### src/rtl/shadow_bank_pkg.sv
package shadow_bank_pkg;
  localparam int SHB_MAX_WIN = 8;

  // Strobes from the control to the datapath
  typedef struct packed {
    logic                   clr;   // clear staging and live copies
    logic [SHB_MAX_WIN-1:0] xfer;  // per-window staging-to-live copy
  } shb_strobe_t;
endpackage

### src/rtl/shadow_bank_ctrl.sv
module shadow_bank_ctrl
  import shadow_bank_pkg::*;
#(
  parameter int NUM_WIN = 2
) (
  input  logic               clk,
  input  logic               rst_n,
  input  logic               swRst,
  input  logic               updReq,
  input  logic               vsync,
  input  logic [NUM_WIN-1:0] protect,
  output shb_strobe_t        strb,
  output logic [NUM_WIN-1:0] pending
);
  logic [NUM_WIN-1:0] xferVec;

  // copy only armed windows that are not held off
  assign xferVec = {NUM_WIN{vsync}} & pending & ~protect;

  always_ff @(posedge clk or negedge rst_n) begin
    if (!rst_n)     pending <= '0;
    else if (swRst) pending <= '0;
    else            pending <= (pending & ~xferVec) | {NUM_WIN{updReq}};
  end

  always_comb begin
    strb = '0;
    strb.clr = swRst;
    strb.xfer[NUM_WIN-1:0] = xferVec;
  end
endmodule

### src/rtl/shadow_bank_dp.sv
module shadow_bank_dp
  import shadow_bank_pkg::*;
#(
  parameter int NUM_WIN = 2,
  parameter int NUM_REG = 4,
  parameter int DATA_W  = 32,
  localparam int WIN_W = $clog2(NUM_WIN),
  localparam int REG_W = $clog2(NUM_REG),
  localparam int WIN_BITS = NUM_REG * DATA_W
) (
  input  logic                        clk,
  input  logic                        rst_n,
  input  shb_strobe_t                 strb,
  input  logic                        wrEn,
  input  logic [WIN_W-1:0]            wrWin,
  input  logic [REG_W-1:0]            wrReg,
  input  logic [DATA_W-1:0]           wrData,
  output logic [NUM_WIN*WIN_BITS-1:0] activeFlat,
  output logic [NUM_WIN-1:0]          winOn
);
  logic unusedXferBits;
  assign unusedXferBits = ^strb.xfer;

  for (genvar w = 0; w < NUM_WIN; w++) begin : g_win
    for (genvar r = 0; r < NUM_REG; r++) begin : g_reg
      logic [DATA_W-1:0] stageQ;
      logic [DATA_W-1:0] liveQ;
      logic              wrHit;

      assign wrHit = wrEn && (wrWin == WIN_W'(w)) && (wrReg == REG_W'(r));

      always_ff @(posedge clk or negedge rst_n) begin
        if (!rst_n)        stageQ <= '0;
        else if (strb.clr) stageQ <= '0;
        else if (wrHit)    stageQ <= wrData;
      end

      always_ff @(posedge clk or negedge rst_n) begin
        if (!rst_n)             liveQ <= '0;
        else if (strb.clr)      liveQ <= '0;
        else if (strb.xfer[w])  liveQ <= stageQ;
      end

      assign activeFlat[(w*NUM_REG + r)*DATA_W +: DATA_W] = liveQ;
    end
    assign winOn[w] = g_reg[0].liveQ[0];
  end
endmodule

### src/rtl/shadow_bank.sv
module shadow_bank
  import shadow_bank_pkg::*;
#(
  parameter int NUM_WIN = 2,
  parameter int NUM_REG = 4,
  parameter int DATA_W  = 32,
  localparam int WIN_W = $clog2(NUM_WIN),
  localparam int REG_W = $clog2(NUM_REG)
) (
  input  logic                              clk,
  input  logic                              rst_n,
  input  logic                              swRst,
  input  logic                              wrEn,
  input  logic [WIN_W-1:0]                  wrWin,
  input  logic [REG_W-1:0]                  wrReg,
  input  logic [DATA_W-1:0]                 wrData,
  input  logic                              updReq,
  input  logic                              vsync,
  input  logic [NUM_WIN-1:0]                protect,
  output logic [NUM_WIN*NUM_REG*DATA_W-1:0] activeCfg,
  output logic [NUM_WIN-1:0]                winOn,
  output logic [NUM_WIN-1:0]                updPending
);
  shb_strobe_t strb;

  shadow_bank_ctrl #(.NUM_WIN(NUM_WIN)) ctrl_i (
    .clk(clk), .rst_n(rst_n), .swRst(swRst), .updReq(updReq),
    .vsync(vsync), .protect(protect), .strb(strb), .pending(updPending)
  );

  shadow_bank_dp #(.NUM_WIN(NUM_WIN), .NUM_REG(NUM_REG), .DATA_W(DATA_W)) dp_i (
    .clk(clk), .rst_n(rst_n), .strb(strb), .wrEn(wrEn), .wrWin(wrWin),
    .wrReg(wrReg), .wrData(wrData), .activeFlat(activeCfg), .winOn(winOn)
  );
endmodule

### config.mk
export PLATFORM = sky130hd
export DESIGN_NAME = shadow_bank
export DESIGN_NICKNAME = d
export VERILOG_FILES = /design/src/rtl/shadow_bank_pkg.sv /design/src/rtl/shadow_bank_ctrl.sv /design/src/rtl/shadow_bank_dp.sv /design/src/rtl/shadow_bank.sv
export SDC_FILE = /design/constraint.sdc
export NUM_CORES = 1
export LEC_CHECK = 0
export ABC_AREA = 1
export BUFFER_PORTS_ARGS = -buffer_cell sky130_fd_sc_hd__buf_2
export CAP_MARGIN = 20
export CORE_ASPECT_RATIO = 1.75
export CORE_MARGIN = 3
export CORE_UTILIZATION = 55
export CTS_CLUSTER_DIAMETER = 150
export CTS_CLUSTER_SIZE = 30
export DETAILED_ROUTE_END_ITERATION = 10
export HOLD_SLACK_MARGIN = 0.12
export PLACE_DENSITY = 0.75
export SYNTH_ARGS = -nofsm -noshare
export SYNTH_HDL_FRONTEND = slang
export SYNTH_SLANG_ARGS = --single-unit
### constraint.sdc
create_clock -name clk -period 1.6 [get_ports clk]
set_input_delay 0.32 -clock clk [delete_from_list [all_inputs] [get_ports clk]]
set_output_delay 0.32 -clock clk [all_outputs]
set_load 0.01 [all_outputs]
==> results.cfg, run 1 <==
[place]
dp_slack_ns = 0.06895
gpl.final_weighted_congestion = 0.8866
portBuffers = 302
placement.cell_area_um2 = 23720
post-place-cells = 3050
detailedPlacementHpwl_mm = 41.48

[critical_path]
signal_arrival_time_at_the_worst_endpoint_ns = 1.21
path_cells = buf_2
critical_path_buf_inv_count = 1
ff2ff_path_depth = 4
cpPeakStageDelay_ns = 0.46
worstReg2RegStart = ctrl_i.pending[0]
crit_path_start_kind = register
cp.required_ns = 1.28
worst_setup_path_startpoint = dp_i.g_win[0].g_reg[1].liveQ[25]
crit_path_max_fanout = 2
ws_path_type = reg -> out
critPathCaptureType = output pin
cpMaxStageDelayCell = sky130_fd_sc_hd__dfrtp_1
cpLargestDelayFamily = flip-flops
critical_path_depth = 1

[clock_network]
insertion_delay_ns = 0.57
clock_sinks = 514
cts_h_tree_depth = 1
clockBufferDepth = 3
numCtsBuffers = 21
clk_pin_slew_ns = 0.12
ctsHoldBuffers = 5
post_cts.resized_instances = 0
tritoncts_clock_tree = built
cts-root-buf = sky130_fd_sc_hd__clkbuf_16
postCtsSetupRepairBufs = 0

[sta]
fin_tns_setup_ns = 0
worst_slew_pin_slew_ns = 0.6076
clock.fmax_mhz = 655.1
maxSlewHeadroom = 0.5949
rsz0062_at_grt = no
report.final.setup_viol = 0
drv_slew = 0
timing.final.crit_share = 0.9540
fin_crit_ns = 1.526
setup_ws_ns = 0.07353
finalClockSkew_ns = 0.03207
timing_hold_violations_final = 0
timing.hold.ws_ns = 0.1457

[synthesis]
cell_area_after_synthesis_um2 = 20870
synth-seq-area-share = 0.6164
number_of_instances_in_the_synthesized_netlist = 2338
synthDistinctLibCells = 14
syn_avg_cell_area_um2 = 8.925
postSynthNetCount = 2381
yosysWarnings = 0
postSynthRegisterBits = 514

[hold_path]
holdCritStartpoint = vsync
worstHoldPathType = in -> reg
hold_depth = 4

[power_and_ir_drop]
clock_power_share = 0.297
cellInternalPower_mw = 16.11
p_per_area_nw_per_um2 = 882.2
vdd_drop_max_mv = 0.6833
post-layout-total-power_mw = 21.47
total_leakage_power_nw = 14.43
power.switching_fraction = 0.2493
comb_power_share = 0.086
sequentialPowerShare = 0.617
power_switching_mw = 5.351

[final_layout]
drive_gt1_frac = 0.1790
stdcell_count = 3078
finalCoreUtilization = 0.6555
final_area_um2 = 24330
synthToLayoutAreaGrowth_pct = 16.61
num_antenna_cells = 0
fin_nets = 2646

[detailed_routing]
drt_pass1_iterations = 7
detail_route.vias_per_cell = 5.778
drc_errors = 0
wl_per_cell_um = 20.49
ant_nets = 0
totalWireLength_mm = 63.07
drt_first_iter_violations = 2039
vias = 17786

[flow_run]
max_cap_viol_count = 0

[global_routing]
grt_overflow_total = 0
number_of_global_route_vias_before_repair = 17306
antenna_violations_before_repair = 0
global_route_wire_length_before_repair_mm = 99.26
grt_max_degree = 128
globalRouteTotalUtil = 0.3079

[floorplanning]
design.core.area_um2 = 37120
core.rowCount = 93
number_of_top_level_design_ports = 303
die_outline_width_um = 153.2
die_h_um = 263.7
fp.dieArea_um2 = 40400
floorplan.initialDensity = 0.5621

[status]
status = finished, final reports clean
## placed cells by master (no fill, tap or decap), types with 2 or more instances in the layout
cell type and count:
sky130_fd_sc_hd__buf_12 60, sky130_fd_sc_hd__buf_2 301, sky130_fd_sc_hd__buf_4 59, sky130_fd_sc_hd__clkbuf_16 21, sky130_fd_sc_hd__dfrtp_1 514, sky130_fd_sc_hd__dlygate4sd3_1 5
sky130_fd_sc_hd__inv_1 38, sky130_fd_sc_hd__inv_2 5, sky130_fd_sc_hd__nand2_1 882, sky130_fd_sc_hd__nand3_1 671, sky130_fd_sc_hd__nand3_4 2, sky130_fd_sc_hd__nor2_1 27
sky130_fd_sc_hd__nor2_2 8, sky130_fd_sc_hd__nor2_4 6
## power by group through the flow
stage | Combinational (mW) | Sequential [mW] | Clock (mW)
finish | 1.85 | 13.2 | 6.37
global route | 1.98 | 13.3 | 6.91
CTS | 1.84 | 13.2 | 6.50
detailed placement | 1.83 | 13.5 | 0
global placement | 1.80 | 13.5 | 0
floorplan | 0.776 | 13.5 | 0
## layer usage
metal	vias to the layer above	GRT usage	wire, um
li1	8053	-	-
met1	8705	0.4187	23960
met2	886	0.4962	30430
met3	140	0.04409	5207
met4	2	0.1364	3407
met5	-	0.01343	69
## cells in the mapped netlist
library cell,count,area share
sky130_fd_sc_hd__nand2_1,882,0.16
sky130_fd_sc_hd__nand3_1,672,0.16
sky130_fd_sc_hd__dfrtp_1,514,0.62
sky130_fd_sc_hd__buf_2,105,0.025
sky130_fd_sc_hd__clkbuf_1,46,0.0083
sky130_fd_sc_hd__inv_1,38,0.0068
sky130_fd_sc_hd__nor2_1,38,0.0068
sky130_fd_sc_hd__buf_6,14,0.0076
sky130_fd_sc_hd__buf_4,11,0.0040
sky130_fd_sc_hd__buf_1,7,0.0013
sky130_fd_sc_hd__inv_2,6,0.0011
sky130_fd_sc_hd__nor2_4,3,0.0016
sky130_fd_sc_hd__clkbuf_8,1,0.00066
sky130_fd_sc_hd__nand3_2,1,0.00048
## worst paths after layout
path,slack (ns),endpoint
worst max-delay path,0.07,activeCfg[57]
worst min-delay path,0.15,ctrl_i.pending[1]
worst max register to register,0.18,dp_i.g_win[0].g_reg[1].liveQ[30]
worst min register to register,0.46,dp_i.g_win[0].g_reg[0].liveQ[16]
max in group asynchronous,0.58,dp_i.g_win[1].g_reg[1].liveQ[18]
min in group asynchronous,0.28,dp_i.g_win[0].g_reg[1].stageQ[29]
## registers in the layout (all words and copies together) (netlist names)
signal and flops:
ctrl_i.pending 2, dp_i.g_win.g.stageQ 256, dp_i.g_win.g.liveQ 256
## layout make-up
cell class                 count  area [um^2]
inverter                      44        172.7
clock inverter                 2        38.79
timing repair buffer         426         3216
clock buffer                  21        525.5
fill                        3079        12790
tap                          475        594.3
sequential                   514        12860
multi-input combinational   1596         6923
## worst register-to-register path: stages, from the launching register on
cell	delay, ns
sky130_fd_sc_hd__dfrtp_1	0.45
sky130_fd_sc_hd__nand3_4	0.13
sky130_fd_sc_hd__buf_12	0.37
sky130_fd_sc_hd__nand3_1	0.32
sky130_fd_sc_hd__nand2_1	0.11
## cells by family (layout without fill, tap and decap cells)
family	after synthesis	count (layout)	synth area share
simple gates	1596	1596	0.3288
flops	514	514	0.6164
buf+inv	228	493	0.05481
(Power assumes the default switching activity.)
==> run 2: changes to the inputs <==
--- a/config.mk
+++ b/config.mk
@@ -10,12 +10,12 @@
 export CAP_MARGIN = 20
 export CORE_ASPECT_RATIO = 1.75
 export CORE_MARGIN = 3
-export CORE_UTILIZATION = 55
+export CORE_UTILIZATION = 57
 export CTS_CLUSTER_DIAMETER = 150
 export CTS_CLUSTER_SIZE = 30
 export DETAILED_ROUTE_END_ITERATION = 10
 export HOLD_SLACK_MARGIN = 0.12
-export PLACE_DENSITY = 0.75
+export PLACE_DENSITY = 0.78
 export SYNTH_ARGS = -nofsm -noshare
 export SYNTH_HDL_FRONTEND = slang
 export SYNTH_SLANG_ARGS = --single-unit
==> constraint.sdc (replaced) <==
create_clock -name clk -period 1.6 [get_ports clk]
set_input_delay 0.16 -clock clk [delete_from_list [all_inputs] [get_ports clk]]
set_output_delay 0.16 -clock clk [all_outputs]
set_load 0.01 [all_outputs]
==> results.cfg, run 2 (synthesis results as in run 1) <==
[clock_network]
clock_sinks = 514
cts-root-buf = sky130_fd_sc_hd__clkbuf_16
cts_h_tree_depth = 1
clk_pin_slew_ns = 0.11
clockBufferDepth = 3
insertion_delay_ns = 0.56
numCtsBuffers = 21
tritoncts_clock_tree = built

[detailed_routing]
detail_route.vias_per_cell = 5.866
ant_nets = 0
wl_per_cell_um = 20.62
drc_errors = 0
totalWireLength_mm = 63.46
drt_first_iter_violations = 1872
vias = 18051
drt_pass1_iterations = 6

[sta]
fin_crit_ns = 1.491
timing.final.crit_share = 0.9317
rsz0062_at_grt = no
maxSlewHeadroom = 0.4320
clock.fmax_mhz = 670.8
timing_hold_violations_final = 0
finalClockSkew_ns = 0.03107
worst_slew_pin_slew_ns = 0.8520
fin_tns_setup_ns = 0
drv_slew = 0
report.final.setup_viol = 0

[final_layout]
layout_common_cells = 882 x sky130_fd_sc_hd__nand2_1, 671 x sky130_fd_sc_hd__nand3_1, 514 x sky130_fd_sc_hd__dfrtp_1, 301 x sky130_fd_sc_hd__buf_2, 84 x sky130_fd_sc_hd__buf_4
drive_gt1_frac = 0.1727
largest_registers = dp_i.g_win.g.liveQ x256, dp_i.g_win.g.stageQ x256, ctrl_i.pending x2
layout_commonest_cell = sky130_fd_sc_hd__nand2_1
stdcell_count = 3077
synthToLayoutAreaGrowth_pct = 14.68
fin_nets = 2649

[global_routing]
antenna_violations_before_repair = 2
number_of_global_route_vias_before_repair = 17264
global_route_wire_length_before_repair_mm = 97.54
globalRouteTotalUtil = 0.3209
grt_max_degree = 124
grt_overflow_total = 0

[place]
detailedPlacementHpwl_mm = 41.30
portBuffers = 302
post-place-cells = 3035
gpl.final_weighted_congestion = 0.8808

[critical_path]
worstReg2RegStart = ctrl_i.pending[0]
ws_path_type = reg -> reg
crit_path_max_fanout = 123
worst-r2r-setup-slack_ns = 0.11
critPathCaptureType = register
rr_endpoint = dp_i.g_win[0].g_reg[0].liveQ[2]
cp.required_ns = 2.06
crit_path_start_kind = register
signal_arrival_time_at_the_worst_endpoint_ns = 1.95
ff2ff_path_depth = 4
worst_setup_path_startpoint = ctrl_i.pending[0]
cp-endpoint = dp_i.g_win[0].g_reg[0].liveQ[2]

[power_and_ir_drop]
post-layout-total-power_mw = 21.33
p_per_area_nw_per_um2 = 891.4
power_switching_mw = 5.326
total_leakage_power_nw = 14.30
sequentialPowerShare = 0.621
vdd_drop_max_mv = 0.8901
clock_power_share = 0.298
cellInternalPower_mw = 16.00
power.switching_fraction = 0.2497
comb_power_share = 0.081

[floorplanning]
die_outline_width_um = 150.6
core.rowCount = 92
design.core.area_um2 = 36030
floorplan.initialDensity = 0.5791
number_of_top_level_design_ports = 303
die_h_um = 259.1
fp.dieArea_um2 = 39030

[hold_path]
worstHoldPathType = in -> reg
holdCritStartpoint = wrData[19]

[status]
status = finished, final reports clean

[flow_run]
max_cap_viol_count = 0
-- run 2: changes by cell type in the layout (fill, tap and decap cells not counted) --
cell and delta:
sky130_fd_sc_hd__diode_2 +2, sky130_fd_sc_hd__buf_4 +25, sky130_fd_sc_hd__inv_6 -1, sky130_fd_sc_hd__dlymetal6s4s_1 +1, sky130_fd_sc_hd__buf_12 -35, sky130_fd_sc_hd__nor2_1 +5
sky130_fd_sc_hd__dlygate4sd3_1 +12, sky130_fd_sc_hd__nor2_2 -5
-- run 2: cell type report --
type                            instances  area [um^2]
Sequential cell                       514        12860
Fill cell                            2870        12100
Multi-Input combinational cell       1596         6910
Timing Repair Buffer                  429         2835
Tap cell                              470        588.1
Clock buffer                           21        525.5
Inverter                               44        172.7
Clock inverter                          1        30.03
Antenna cell                            2        5.005
-- run 2: power groups by stage --
stage / sequential (mW) / clock (mW) / combinational, mW
6_report: 13.2 / 6.35 / 1.74
4_1_cts: 13.2 / 6.43 / 1.71
3_3_place_gp: 13.5 / 0 / 1.65
3_5_place_dp: 13.5 / 0 / 1.67
2_1_floorplan: 13.5 / 0 / 0.776
5_1_grt: 13.3 / 6.85 / 1.86
-- run 2: worst max-delay path: stages, from the launching register on --
cell and delay [ns]:
sky130_fd_sc_hd__dfrtp_1 0.44, sky130_fd_sc_hd__nand3_4 0.15, sky130_fd_sc_hd__buf_12 0.38, sky130_fd_sc_hd__nand3_1 0.16, sky130_fd_sc_hd__nand2_1 0.13
-- run 2: worst min-delay path by stage --
| stage | endpoint | slack, ns | cells after the start |
|---|---|---|---|
| after CTS | dp_i.g_win[1].g_reg[0].stageQ[10] | 0.12 | 6 |
| final | dp_i.g_win[1].g_reg[0].stageQ[19] | 0.15 | 6 |
| after global routing | dp_i.g_win[0].g_reg[1].stageQ[24] | 0.14 | 6 |
| after floorplan | ctrl_i.pending[0] | -0.14 | 0 |
| after global placement | dp_i.g_win[1].g_reg[0].liveQ[14] | 0.10 | 1 |
| after detailed placement | dp_i.g_win[1].g_reg[0].liveQ[15] | 0.11 | 1 |
-- run 2: timing repair --
action                                 4_1_cts  5_1_grt
resized for setup                            0        1
endpoints found under the hold margin      545        0
hold buffers                                18        0
setup endpoints to repair                    0        4
buffers inserted                             0        0
-- run 2: per-stage QoR --
step	worst slack, ns	area [um^2]	utilization	hold WS (ns)
2_1_floorplan	0.3813	20870	-	-0.1356
3_3_place_gp	0.1912	23190	0.6435	0.1008
3_5_place_dp	0.2018	23190	0.6435	0.1050
4_1_cts	0.01100	23920	0.6639	0.1205
5_1_grt	0.02524	23920	0.6640	0.1438
6_report	0.1092	23930	0.6642	0.1459
-- run 2: metal layers --
metal,up-vias,GRT usage,routed length [um]
li1,8061,-,-
met4,2,0.1795,4273
met3,190,0.05362,5940
met2,992,0.4883,29340
met1,8806,0.4412,23890
met5,-,0,17
==> run 3: changes to the inputs <==
--- a/config.mk
+++ b/config.mk
@@ -15,7 +15,9 @@
 export CTS_CLUSTER_SIZE = 30
 export DETAILED_ROUTE_END_ITERATION = 10
 export HOLD_SLACK_MARGIN = 0.12
+export MAX_ROUTING_LAYER = met4
 export PLACE_DENSITY = 0.78
 export SYNTH_ARGS = -nofsm -noshare
 export SYNTH_HDL_FRONTEND = slang
 export SYNTH_SLANG_ARGS = --single-unit
+export TNS_END_PERCENT = 20
==> constraint.sdc (replaced) <==
create_clock -name clk -period 1.4 [get_ports clk]
set_input_delay 0.14 -clock clk [delete_from_list [all_inputs] [get_ports clk]]
set_output_delay 0.14 -clock clk [all_outputs]
set_load 0.01 [all_outputs]
==> results.cfg, run 3 (synthesis results as in run 1) <==
[power_and_ir_drop]
power.switching_fraction = 0.2481
total_leakage_power_nw = 14.55
post-layout-total-power_mw = 24.53
comb_power_share = 0.088
sequentialPowerShare = 0.617
p_per_area_nw_per_um2 = 998.1
clock_power_share = 0.295
cellInternalPower_mw = 18.44
power_switching_mw = 6.086
vdd_drop_max_mv = 0.9285

[global_routing]
globalRouteTotalUtil = 0.3315
global_route_wire_length_before_repair_mm = 98.24
number_of_global_route_vias_before_repair = 17313
grt_overflow_total = 0
grt_max_degree = 82
antenna_violations_before_repair = 1

[clock_network]
clk_pin_slew_ns = 0.12
cts-root-buf = sky130_fd_sc_hd__clkbuf_16
clock_sinks = 514
postCtsSetupRepairBufs = 0
cts_h_tree_depth = 1
tritoncts_clock_tree = built
insertion_delay_ns = 0.56
numCtsBuffers = 21
clockBufferDepth = 3

[detailed_routing]
detail_route.vias_per_cell = 5.868
totalWireLength_mm = 63.57
drc_errors = 0
drt_first_iter_violations = 2051
vias = 18197
drt_pass1_iterations = 5
wl_per_cell_um = 20.50
ant_nets = 0

[floorplanning]
core.rowCount = 92
number_of_top_level_design_ports = 303
die_outline_width_um = 150.6
die_h_um = 259.1
floorplan.initialDensity = 0.5791
design.core.area_um2 = 36030
fp.dieArea_um2 = 39030

[critical_path]
crit_path_start_kind = input pin
critical_path_buf_inv_count = 4
worst_setup_path_startpoint = wrEn
worstReg2RegStart = ctrl_i.pending[1]
cp.required_ns = 1.89
cpLargestDelayFamily = buffers and inverters
path_cells = dlygate4sd3_1, buf_2, inv_1, nor2_4, nand3_1, dlygate4sd3_1, nand2_1
most_frequent_cell_on_the_critical_path = sky130_fd_sc_hd__dlygate4sd3_1
critPathCaptureType = register
cpMaxStageDelayCell = sky130_fd_sc_hd__dlygate4sd3_1
ws_path_type = in -> reg
crit_path_max_fanout = 10
signal_arrival_time_at_the_worst_endpoint_ns = 1.90
cpPeakStageDelay_ns = 0.58

[final_layout]
stdcell_count = 3101
largest_registers = dp_i.g_win.g.liveQ x256, dp_i.g_win.g.stageQ x256, ctrl_i.pending x2
fin_nets = 2673
drive_gt1_frac = 0.1757
layout_common_cells = 882 x sky130_fd_sc_hd__nand2_1, 671 x sky130_fd_sc_hd__nand3_1, 514 x sky130_fd_sc_hd__dfrtp_1, 301 x sky130_fd_sc_hd__buf_2, 60 x sky130_fd_sc_hd__buf_4
final.fill_count = 2811
synthToLayoutAreaGrowth_pct = 17.78
layout_commonest_cell = sky130_fd_sc_hd__nand2_1
finalCoreUtilization = 0.6821

[sta]
timing.final.crit_share = 1.003
timing_hold_violations_final = 0
timing.hold.ws_ns = 0.1309
report.final.setup_viol = 1
worst_slew_pin_slew_ns = 0.5546
fin_crit_ns = 1.404
maxSlewHeadroom = 0.6303
rsz0062_at_grt = yes
setup_ws_ns = -0.003915
finalClockSkew_ns = 0.04362
drv_slew = 0
clock.fmax_mhz = 712.3

[flow_run]
max_cap_viol_count = 0

[status]
failed_checks = negative setup slack
status = finished with violations

[place]
detailedPlacementHpwl_mm = 42.04
post-place-cells = 3047
portBuffers = 302
gpl.final_weighted_congestion = 0.8943

[hold_path]
worstHoldPathType = in -> reg
holdCritStartpoint = wrData[11]
-- run 3: cell types whose count changed in the layout (fill, tap and decap cells not counted), sizes merged --
cell	before	now
dlygate4sd3	17	29
buf	411	423
-- run 3: path summary, 6_finish.rpt --
kind / end / slack (ns) / cells past startpoint
worst max-delay path: dp_i.g_win[0].g_reg[1].stageQ[24] / -0.004 / 7
worst min-delay path: dp_i.g_win[1].g_reg[2].stageQ[11] / 0.13 / 6
worst max register to register: dp_i.g_win[1].g_reg[1].liveQ[12] / 0.02 / 6
worst min register to register: dp_i.g_win[0].g_reg[0].liveQ[18] / 0.47 / 2
max in group asynchronous: dp_i.g_win[0].g_reg[0].liveQ[2] / 0.13 / 5
min in group asynchronous: dp_i.g_win[1].g_reg[0].liveQ[7] / 0.56 / 3
-- run 3: final cells by class --
cell class | count | area, um^2 | area share
Timing Repair Buffer | 453 | 3482 | 0.1417
Clock buffer | 21 | 525.5 | 0.02138
Tap cell | 470 | 588.1 | 0.02393
Multi-Input combinational cell | 1596 | 6910 | 0.2812
Clock inverter | 1 | 30.03 | 0.001222
Antenna cell | 2 | 5.005 | 0.0002036
Sequential cell | 514 | 12860 | 0.5234
Inverter | 44 | 172.7 | 0.007026
-- run 3: metrics by stage --
step,cell area (um^2),TNS [ns],setup WS [ns]
after CTS,24540,0,0.02343
final,24580,-0.003915,-0.003915
after floorplan,20870,0,0.1813
after global routing,24570,-0.1129,-0.04222
after global placement,23690,-0.008664,-0.008664
after detailed placement,23690,-0.03927,-0.02760
-- run 3: worst register-to-register path: cells and delay by family, from the launching register on --
kind	cells	cell delay, ns
DFF	1	0.44
buffers and inverters	2	0.35
and+or+nand+nor	4	0.54
-- run 3: power groups by stage --
stage	Clock [mW]	Combinational, mW	Sequential, mW
after floorplan	0	0.887	15.4
after global placement	0	2.02	15.4
after detailed placement	0	2.06	15.4
after CTS	7.30	2.12	15.1
after global routing	7.86	2.31	15.2
final	7.23	2.16	15.1
-- run 3: repair_timing --
action                                  CTS  global route
gates resized for setup                   0             6
hold buffers                             30             0
hold endpoints to repair                638             0
endpoints found under the setup margin    0            93
-- run 3: routing by layer --
metal / GRT usage / wire, um
met1: 0.4478 / 24330
met4: 0.1520 / 3400
met5: - / 0
met3: 0.04279 / 5484
met2: 0.5068 / 30350
